===== src/rtl/pd_parse_pkg.sv =====
package pd_parse_pkg;

  localparam int TABLE_LEN  = 128;
  localparam int CSUM_LAST  = 62;
  localparam int CSUM_POS   = 63;
  localparam int TYPE_SDR   = 8'h04;
  localparam int NF         = 12;

  // field slots held by the capture stage
  localparam int F_TYPE  = 0;
  localparam int F_ROWS  = 1;
  localparam int F_COLS  = 2;
  localparam int F_RANKS = 3;
  localparam int F_TCKA  = 4;
  localparam int F_BURST = 5;
  localparam int F_BANKS = 6;
  localparam int F_LAT   = 7;
  localparam int F_TCKB  = 8;
  localparam int F_TRP   = 9;
  localparam int F_TRCD  = 10;
  localparam int F_TRAS  = 11;

  typedef enum logic [1:0] {ST_COLLECT, ST_CONV, ST_DONE} st_e;

  // table position feeding each slot
  function automatic int slot_pos(input int slot);
    case (slot)
      F_TYPE:  return 2;
      F_ROWS:  return 3;
      F_COLS:  return 4;
      F_RANKS: return 5;
      F_TCKA:  return 9;
      F_BURST: return 16;
      F_BANKS: return 17;
      F_LAT:   return 18;
      F_TCKB:  return 23;
      F_TRP:   return 27;
      F_TRCD:  return 29;
      default: return 30;
    endcase
  endfunction

  // nibble-packed ns.tenths -> tenths
  function automatic logic [7:0] nib_to_tenths(input logic [7:0] b);
    return ({4'd0, b[7:4]} * 8'd10) + {4'd0, b[3:0]};
  endfunction

endpackage


===== src/rtl/pd_csum_acc.sv =====
module pd_csum_acc
  import pd_parse_pkg::*;
#(
  parameter int DW   = 8,
  parameter int IDXW = 8
) (
  input  logic            clk,
  input  logic            rst_n,
  input  logic            en,
  input  logic [IDXW-1:0] idx,
  input  logic [DW-1:0]   data,
  output logic            match
);

  logic [DW-1:0] sum_q;
  logic [DW-1:0] ref_q;

  always_ff @(posedge clk) begin
    if (!rst_n) begin
      sum_q <= '0;
      ref_q <= '0;
    end else if (en) begin
      if (idx <= IDXW'(CSUM_LAST)) sum_q <= sum_q + data;
      if (idx == IDXW'(CSUM_POS))  ref_q <= data;
    end
  end

  assign match = (sum_q == ref_q);

endmodule


===== src/rtl/pd_field_latch.sv =====
module pd_field_latch
  import pd_parse_pkg::*;
#(
  parameter int DW   = 8,
  parameter int IDXW = 8
) (
  input  logic                 clk,
  input  logic                 rst_n,
  input  logic                 en,
  input  logic [IDXW-1:0]      idx,
  input  logic [DW-1:0]        data,
  output logic [NF-1:0][DW-1:0] fld
);

  for (genvar g = 0; g < NF; g++) begin : g_slot
    localparam int POS = slot_pos(g);
    always_ff @(posedge clk) begin
      if (!rst_n)                              fld[g] <= '0;
      else if (en && idx == IDXW'(POS))        fld[g] <= data;
    end
  end

endmodule


===== src/rtl/pd_ceil_div.sv =====
module pd_ceil_div #(
  parameter int NW  = 12,
  parameter int DVW = 8,
  parameter int QW  = 8
) (
  input  logic           clk,
  input  logic           rst_n,
  input  logic           start,
  input  logic [NW-1:0]  dividend,
  input  logic [DVW-1:0] divisor,
  output logic           busy,
  output logic           fin,
  output logic [QW-1:0]  quot
);

  localparam logic [QW-1:0] QMAX = '1;

  logic [NW-1:0] rem;

  assign fin = busy && ((rem == '0) || (quot == QMAX));

  always_ff @(posedge clk) begin
    if (!rst_n) begin
      busy <= 1'b0;
      rem  <= '0;
      quot <= '0;
    end else if (start) begin
      busy <= 1'b1;
      rem  <= dividend;
      quot <= '0;
    end else if (busy) begin
      if (fin) begin
        busy <= 1'b0;
      end else begin
        rem  <= (rem > NW'(divisor)) ? rem - NW'(divisor) : '0;
        quot <= quot + 1'b1;
      end
    end
  end

  AST_DIV_REM_SHRINKS: assert property (@(posedge clk) disable iff (!rst_n)
    (busy && !fin && !start && divisor != '0) |=> (rem < $past(rem)));

endmodule


===== src/rtl/pd_table_parser.sv =====
module pd_table_parser
  import pd_parse_pkg::*;
#(
  parameter int DW   = 8,
  parameter int IDXW = 8,
  parameter int CYCW = 8
) (
  input  logic            clk,
  input  logic            rst_n,
  input  logic [7:0]      period_tenths,
  input  logic            in_valid,
  output logic            in_ready,
  input  logic [IDXW-1:0] in_index,
  input  logic [DW-1:0]   in_data,
  output logic            done,
  output logic            error,
  output logic [DW-1:0]   row_bits,
  output logic [DW-1:0]   col_bits,
  output logic [DW-1:0]   rank_cnt,
  output logic [DW-1:0]   dev_banks,
  output logic [DW-1:0]   burst_mask,
  output logic [DW-1:0]   lat_mask,
  output logic [7:0]      tck_a_tenths,
  output logic [7:0]      tck_b_tenths,
  output logic [CYCW-1:0] trp_cyc,
  output logic [CYCW-1:0] trcd_cyc,
  output logic [CYCW-1:0] tras_cyc
);

  localparam int NSW   = DW + 4;
  localparam int NCONV = 3;

  st_e                  st;
  logic                 accept, col_en, last_hit, bad, csum_ok;
  logic [NF-1:0][DW-1:0] fld;
  logic                 div_start, div_busy, div_fin;
  logic [CYCW-1:0]      div_q;
  logic [NSW-1:0]       dividend;
  logic [DW-1:0]        ns_sel;
  logic [1:0]           fidx, div_sel;
  logic [CYCW-1:0]      stage0, stage1;

  assign in_ready = (st != ST_CONV);
  assign accept   = in_valid && in_ready;
  assign col_en   = accept && (st == ST_COLLECT) && (in_index < IDXW'(TABLE_LEN));
  assign last_hit = col_en && (in_index == IDXW'(TABLE_LEN - 1));

  pd_csum_acc #(.DW(DW), .IDXW(IDXW)) u_csum (
    .clk(clk), .rst_n(rst_n), .en(col_en), .idx(in_index), .data(in_data), .match(csum_ok)
  );

  pd_field_latch #(.DW(DW), .IDXW(IDXW)) u_fields (
    .clk(clk), .rst_n(rst_n), .en(col_en), .idx(in_index), .data(in_data), .fld(fld)
  );

  assign bad = !csum_ok || (fld[F_TYPE] != DW'(TYPE_SDR));

  // first conversion starts with the last byte; later ones chain on fin
  assign div_sel   = last_hit ? 2'd0 : fidx + 2'd1;
  assign div_start = (last_hit && !bad) || (div_fin && fidx != 2'(NCONV - 1));

  always_comb begin
    case (div_sel)
      2'd0:    ns_sel = fld[F_TRP];
      2'd1:    ns_sel = fld[F_TRCD];
      default: ns_sel = fld[F_TRAS];
    endcase
    dividend = NSW'(ns_sel) * NSW'(10);
  end

  pd_ceil_div #(.NW(NSW), .DVW(8), .QW(CYCW)) u_div (
    .clk(clk), .rst_n(rst_n), .start(div_start), .dividend(dividend),
    .divisor(period_tenths), .busy(div_busy), .fin(div_fin), .quot(div_q)
  );

  always_ff @(posedge clk) begin
    if (!rst_n) begin
      st           <= ST_COLLECT;
      fidx         <= '0;
      stage0       <= '0;
      stage1       <= '0;
      done         <= 1'b0;
      error        <= 1'b0;
      row_bits     <= '0;
      col_bits     <= '0;
      rank_cnt     <= '0;
      dev_banks    <= '0;
      burst_mask   <= '0;
      lat_mask     <= '0;
      tck_a_tenths <= '0;
      tck_b_tenths <= '0;
      trp_cyc      <= '0;
      trcd_cyc     <= '0;
      tras_cyc     <= '0;
    end else begin
      case (st)
        ST_COLLECT: begin
          if (last_hit) begin
            if (bad) begin
              st    <= ST_DONE;
              done  <= 1'b1;
              error <= 1'b1;
            end else begin
              st   <= ST_CONV;
              fidx <= '0;
            end
          end
        end
        ST_CONV: begin
          if (div_fin) begin
            fidx <= fidx + 2'd1;
            case (fidx)
              2'd0: stage0 <= div_q;
              2'd1: stage1 <= div_q;
              default: begin
                st           <= ST_DONE;
                done         <= 1'b1;
                row_bits     <= fld[F_ROWS];
                col_bits     <= fld[F_COLS];
                rank_cnt     <= fld[F_RANKS];
                dev_banks    <= fld[F_BANKS];
                burst_mask   <= fld[F_BURST];
                lat_mask     <= fld[F_LAT];
                tck_a_tenths <= nib_to_tenths(8'(fld[F_TCKA]));
                tck_b_tenths <= nib_to_tenths(8'(fld[F_TCKB]));
                trp_cyc      <= stage0;
                trcd_cyc     <= stage1;
                tras_cyc     <= div_q;
              end
            endcase
          end
        end
        default: ;
      endcase
    end
  end

  AST_ERR_NEEDS_DONE: assert property (@(posedge clk) disable iff (!rst_n)
    error |-> done);

  AST_ERR_KEEPS_ZERO: assert property (@(posedge clk) disable iff (!rst_n)
    error |-> (row_bits == '0 && col_bits == '0 && tras_cyc == '0 && trp_cyc == '0));

  AST_STALL_NOT_DONE: assert property (@(posedge clk) disable iff (!rst_n)
    !in_ready |-> !done);

  AST_DIV_IDLE_AT_DONE: assert property (@(posedge clk) disable iff (!rst_n)
    done |-> !div_busy);

  AST_DONE_HOLDS: assert property (@(posedge clk) disable iff (!rst_n)
    done |=> (done && $stable(row_bits) && $stable(tras_cyc) && $stable(error)));

endmodule


===== config.mk =====
export PLATFORM = sky130hd
export DESIGN_NAME = pd_table_parser
export DESIGN_NICKNAME = d
export VERILOG_FILES = /design/src/rtl/pd_parse_pkg.sv /design/src/rtl/pd_csum_acc.sv /design/src/rtl/pd_field_latch.sv /design/src/rtl/pd_ceil_div.sv /design/src/rtl/pd_table_parser.sv
export SDC_FILE = /design/constraint.sdc
export NUM_CORES = 1
export LEC_CHECK = 0
export BUFFER_PORTS_ARGS = -buffer_cell sky130_fd_sc_hd__buf_2
export CAP_MARGIN = 20
export CORE_MARGIN = 10
export CORE_UTILIZATION = 40
export DETAILED_ROUTE_END_ITERATION = 12
export PLACE_DENSITY_LB_ADDON = 0.2
export SLEW_MARGIN = 30
export SYNTH_ARGS = -nofsm -noshare
export SYNTH_HDL_FRONTEND = slang
export SYNTH_HIERARCHICAL = 1
export SYNTH_SLANG_ARGS = --single-unit

===== constraint.sdc =====
create_clock -name clk -period 6.8 [get_ports clk]
set_input_delay 1.36 -clock clk [delete_from_list [all_inputs] [get_ports clk]]
set_output_delay 1.36 -clock clk [all_outputs]
set_load 0.01 [all_outputs]

==> metrics.md <==
| Metric | Value |
|---|---|
| Status | `completed` |
| Core Footprint | `0.0277 sq mm` |
| Gr busiest metal | `met2` |
| Worst Setup SP | `in_index[7]` |
| Max Cap Viol | `0` |
| Number of synthesized flops with an enable pin | `0` |
| Critical Path AT | `4.47 ns` |
| Clock Tree Buf Depth | `3` |
| Commonest cells post-synth | `nand2_1 (336), dfxtp_1 (243), a21oi_1 (121)` |
| Internal power | `2.36 mW` |
| Port bufs | `approximately 120` |
| Final setup TNS | `0 ns` |
| Initial DRC Count | `between 400 and 500` |
| HPWL Detailed | `19300 um` |
| Most frequent cell after synthesis | `nand2_1` |
| CP max FO | `8` |
| Avg Cell Area, Syn | `8.83 sq um` |
| Post-route ant nets | `0` |
| CTS Sinks | `approximately 240` |
| Post-synth top area share | `between 40 and 50%` |
| Slew margin rel. | `40.8%` |
| GR met3 Demand/Resource | `under 10%` |
| Chip width | `187 um` |
| GRT Total Usage | `between 10% and 20%` |
| Reg2Reg Setup Slack | `~3.0 ns` |
| First-pass GRT wire length | `roughly 46000 um` |
| Ranking of synthesized cells by area | `dfxtp_1 (43%), nand2_1 (11%), mux2i_1 (9.7%)` |
| Top cell type by total area after synthesis | `dfxtp_1` |
| Final Skew | `0.0142 ns` |
| Post-synth ARST share | `0%` |
| Net count, final | `1426` |
| PwrDens | `around 230 mW/mm^2` |
| CTS Buf Count | `26` |
| Via-per-instance ratio | `between 5 and 6` |
| Share of cells above drive strength 1 | `14.7%` |
| Reg clk slew, reported paths | `~0.060 ns` |
| Static Leak | `5.32 nW` |
| Hold Path Sink | `burst_mask[1]$_SDFFE_PN0P_` |
| Final hold viol count | `0` |
| Number of global-route vias before repair | `8543` |
| HP Class | `flip-flop to flip-flop` |
| Sequential Power Share | `a little under half` |
| FF-to-FF path depth | `14` |
| Synthesized Nets | `1347` |
| Chip Height | `187 um` |
| Reg2reg end | `u_div/rem[10]$_SDFFE_PN0P_` |
| Row count | `61` |
| Pins over their slew limit | `0` |
| Clock share of power | `approximately 50%` |
| Remaining DRCs | `0` |
| Count of cells resized by post-cts repair | `0` |
| Netlist cell types | `between 70 and 80` |
| Total inserted antenna cells | `0` |
| Post-CTS Hold Buffers | `0` |
| Final setup viols | `0` |
| CTS tree | `built` |
| Syn Std Cell Area | `roughly 0.011 sq mm` |
| Measured slew at the worst slew-check pin | `0.881 ns` |
| Root buf cell | `clkbuf_16` |
| Max Fclk | `249 MHz` |
| Setup repair bufs after CTS | `0` |
| Sw frac | `between 20 and 25%` |
| M2 GR Usage | `between 20% and 30%` |
| Total global routing overflow | `0` |
| Met1 Use GR | `20.0%` |
| WP data required | `a little over 7 ns` |
| Area Overhead vs Synth | `14.5%` |
| Hold Path Depth | `2` |
| Register area share after synthesis | `roughly 43%` |
| Full die area | `about 0.035 sq mm` |
| Hold_sp | `burst_mask[1]$_SDFFE_PN0P_` |
| Initial Util | `40.4%` |
| Drt wl/cell | `~16 um` |
| Peak supply drop | `roughly 0.14 mV` |
| Sw Pwr | `between 0.6 and 0.7 mW` |
| Num ports | `between 100 and 150` |
| Via Count | `a little under 9000` |
| Pre-Repair DR Iteration Count | `5` |
| Gpl congestion | `about 0.84` |
| Post-synthesis cell count | `between 1000 and 1500` |
| Setup crit start kind | `input pin` |
| Register bit total from synthesis | `243` |
| Clk Latency, worst-skew pair | `roughly 0.53 ns` |
| R2r startpoint | `fidx[0]$_SDFFE_PN0P_` |
| Fin crit period | `roughly 4.0 ns` |
| Ys Warns | `6` |
| Comb pwr share | `roughly 3.3%` |
| Most used DFF post-synth | `dfxtp_1` |
| Pin count of the biggest net entering global routing | `roughly 100` |
| Period Utilization, post-route | `59.0%` |
| Final core utilization | `46.3%` |
| Max H-tree Level | `1` |
| Initial antenna violation count | `0` |
| RSZ-0062 raised after global routing | `no` |
| WS Path Type | `input pin to flip-flop` |
| WL final | `~28000 um` |
| Fill count | `2725` |
| CP endpoint kind | `flip-flop` |
[sequential cells by signal (all words and copies together) (netlist names)]
register / flops
burst_mask: 8
col_bits: 8
dev_banks: 8
done: 1
error: 1
fidx: 2
lat_mask: 8
rank_cnt: 8
row_bits: 8
st: 2
stage0: 8
stage1: 8
tck_a_tenths: 8
tck_b_tenths: 8
tras_cyc: 8
trcd_cyc: 8
trp_cyc: 8
u_csum/ref_q: 8
u_csum/sum_q: 8
u_div/busy: 1
u_div/quot: 8
u_div/rem: 12
u_fields/fld: 96
[worst max-delay path: stages]
cell	delay [ns]
buf_2	0.15
nor4b_4	0.48
a32o_2	0.37
nand2_1	0.07
o21ai_0	0.14
ha_1	0.30
ha_1	0.24
fa_1	0.44
a211oi_1	0.27
o21bai_1	0.11
a21oi_1	0.23
xnor2_2	0.13
nand3_1	0.07
o21ai_1	0.09
[how the worst max path moves through the flow]
stage	cells past startpoint	slack (ns)	to
6_report	14	2.78	u_div/rem[10]$_SDFFE_PN0P_
5_1_grt	14	2.56	u_div/rem[10]$_SDFFE_PN0P_
4_1_cts	14	2.81	u_div/rem[10]$_SDFFE_PN0P_
3_5_place_dp	14	2.28	u_div/rem[10]$_SDFFE_PN0P_
3_3_place_gp	14	2.37	u_div/rem[10]$_SDFFE_PN0P_
2_1_floorplan	13	2.82	u_div/rem[10]$_SDFFE_PN0P_
[power by group through the flow]
stage	Combinational, mW	Sequential [mW]	Clock [mW]
2_1_floorplan	0.0622	1.46	0
3_3_place_gp	0.0977	1.46	0
3_5_place_dp	0.0990	1.46	0
4_1_cts	0.0990	1.43	1.52
5_1_grt	0.109	1.43	1.58
6_report	0.0984	1.43	1.49
[per-stage QoR]
step / total power, mW / hold WS [ns] / cell area (sq um) / setup slack (ns) / cells
3_3_place_gp: 1.56 / 0.439 / 11900 / 2.37 / 1697
5_1_grt: 3.11 / 0.467 / 12800 / 2.56 / 1745
3_5_place_dp: 1.56 / 0.443 / 11900 / 2.28 / 1697
6_report: 3.01 / 0.450 / 12800 / 2.78 / 1745
4_1_cts: 3.04 / 0.452 / 12800 / 2.81 / 1745
2_1_floorplan: 1.52 / 0.430 / 11200 / 2.82 / 1268
[cells by family after synthesis]
kind of cell | count (synthesis) | synth area share, %
and+or+nand+nor | 485 | 20.3
AOI/OAI and AO/OA | 240 | 13.0
xor gates and xnor gates | 29 | 2.34
adders and majority gates | 52 | 6.28
DFF | 243 | 43.4
buffers and inverters | 109 | 4.86
other | 1 | 0.0335
muxes | 109 | 9.74
[final cells by class]
| class | count | area [sq um] | area share (%) |
|---|---|---|---|
| Clock buffer | 35 | 736 | 5.73 |
| Timing Repair Buffer | 123 | 641 | 4.99 |
| Tap cell | 378 | 473 | 3.69 |
| Multi-Input combinational cell | 916 | 5810 | 45.3 |
| Sequential cell | 243 | 4860 | 37.9 |
| Inverter | 37 | 140 | 1.09 |
| Clock inverter | 13 | 168 | 1.31 |
[cell usage in the layout, fill, tap and decap left out, types with 8 or more instances in the layout]
cell type / synthesis / final
nand2_1: 336 / 336
dfxtp_1: 243 / 243
a21oi_1: 121 / 121
buf_2: 15 / 116
mux2i_1: 109 / 109
nor2_1: 46 / 46
ha_1: 45 / 45
inv_1: 37 / 36
o21ai_0: 32 / 32
clkbuf_16: 0 / 27
xnor2_1: 19 / 19
o21a_1: 16 / 16
a211oi_1: 14 / 14
nand3_1: 13 / 13
nor3_1: 11 / 11
xor2_1: 9 / 9
clkinv_2: 0 / 9
o21ai_1: 9 / 9
a21o_1: 8 / 8
nand4_1: 8 / 8
[per-layer routing]
metal  share of wire [%]  vias to the layer above
met4                 1.9                        0
li1                    -                     4478
met5                   0                        -
met3                 4.3                       40
met1                  47                     4139
met2                  46                      147
Power figures use the tool's default switching activity.
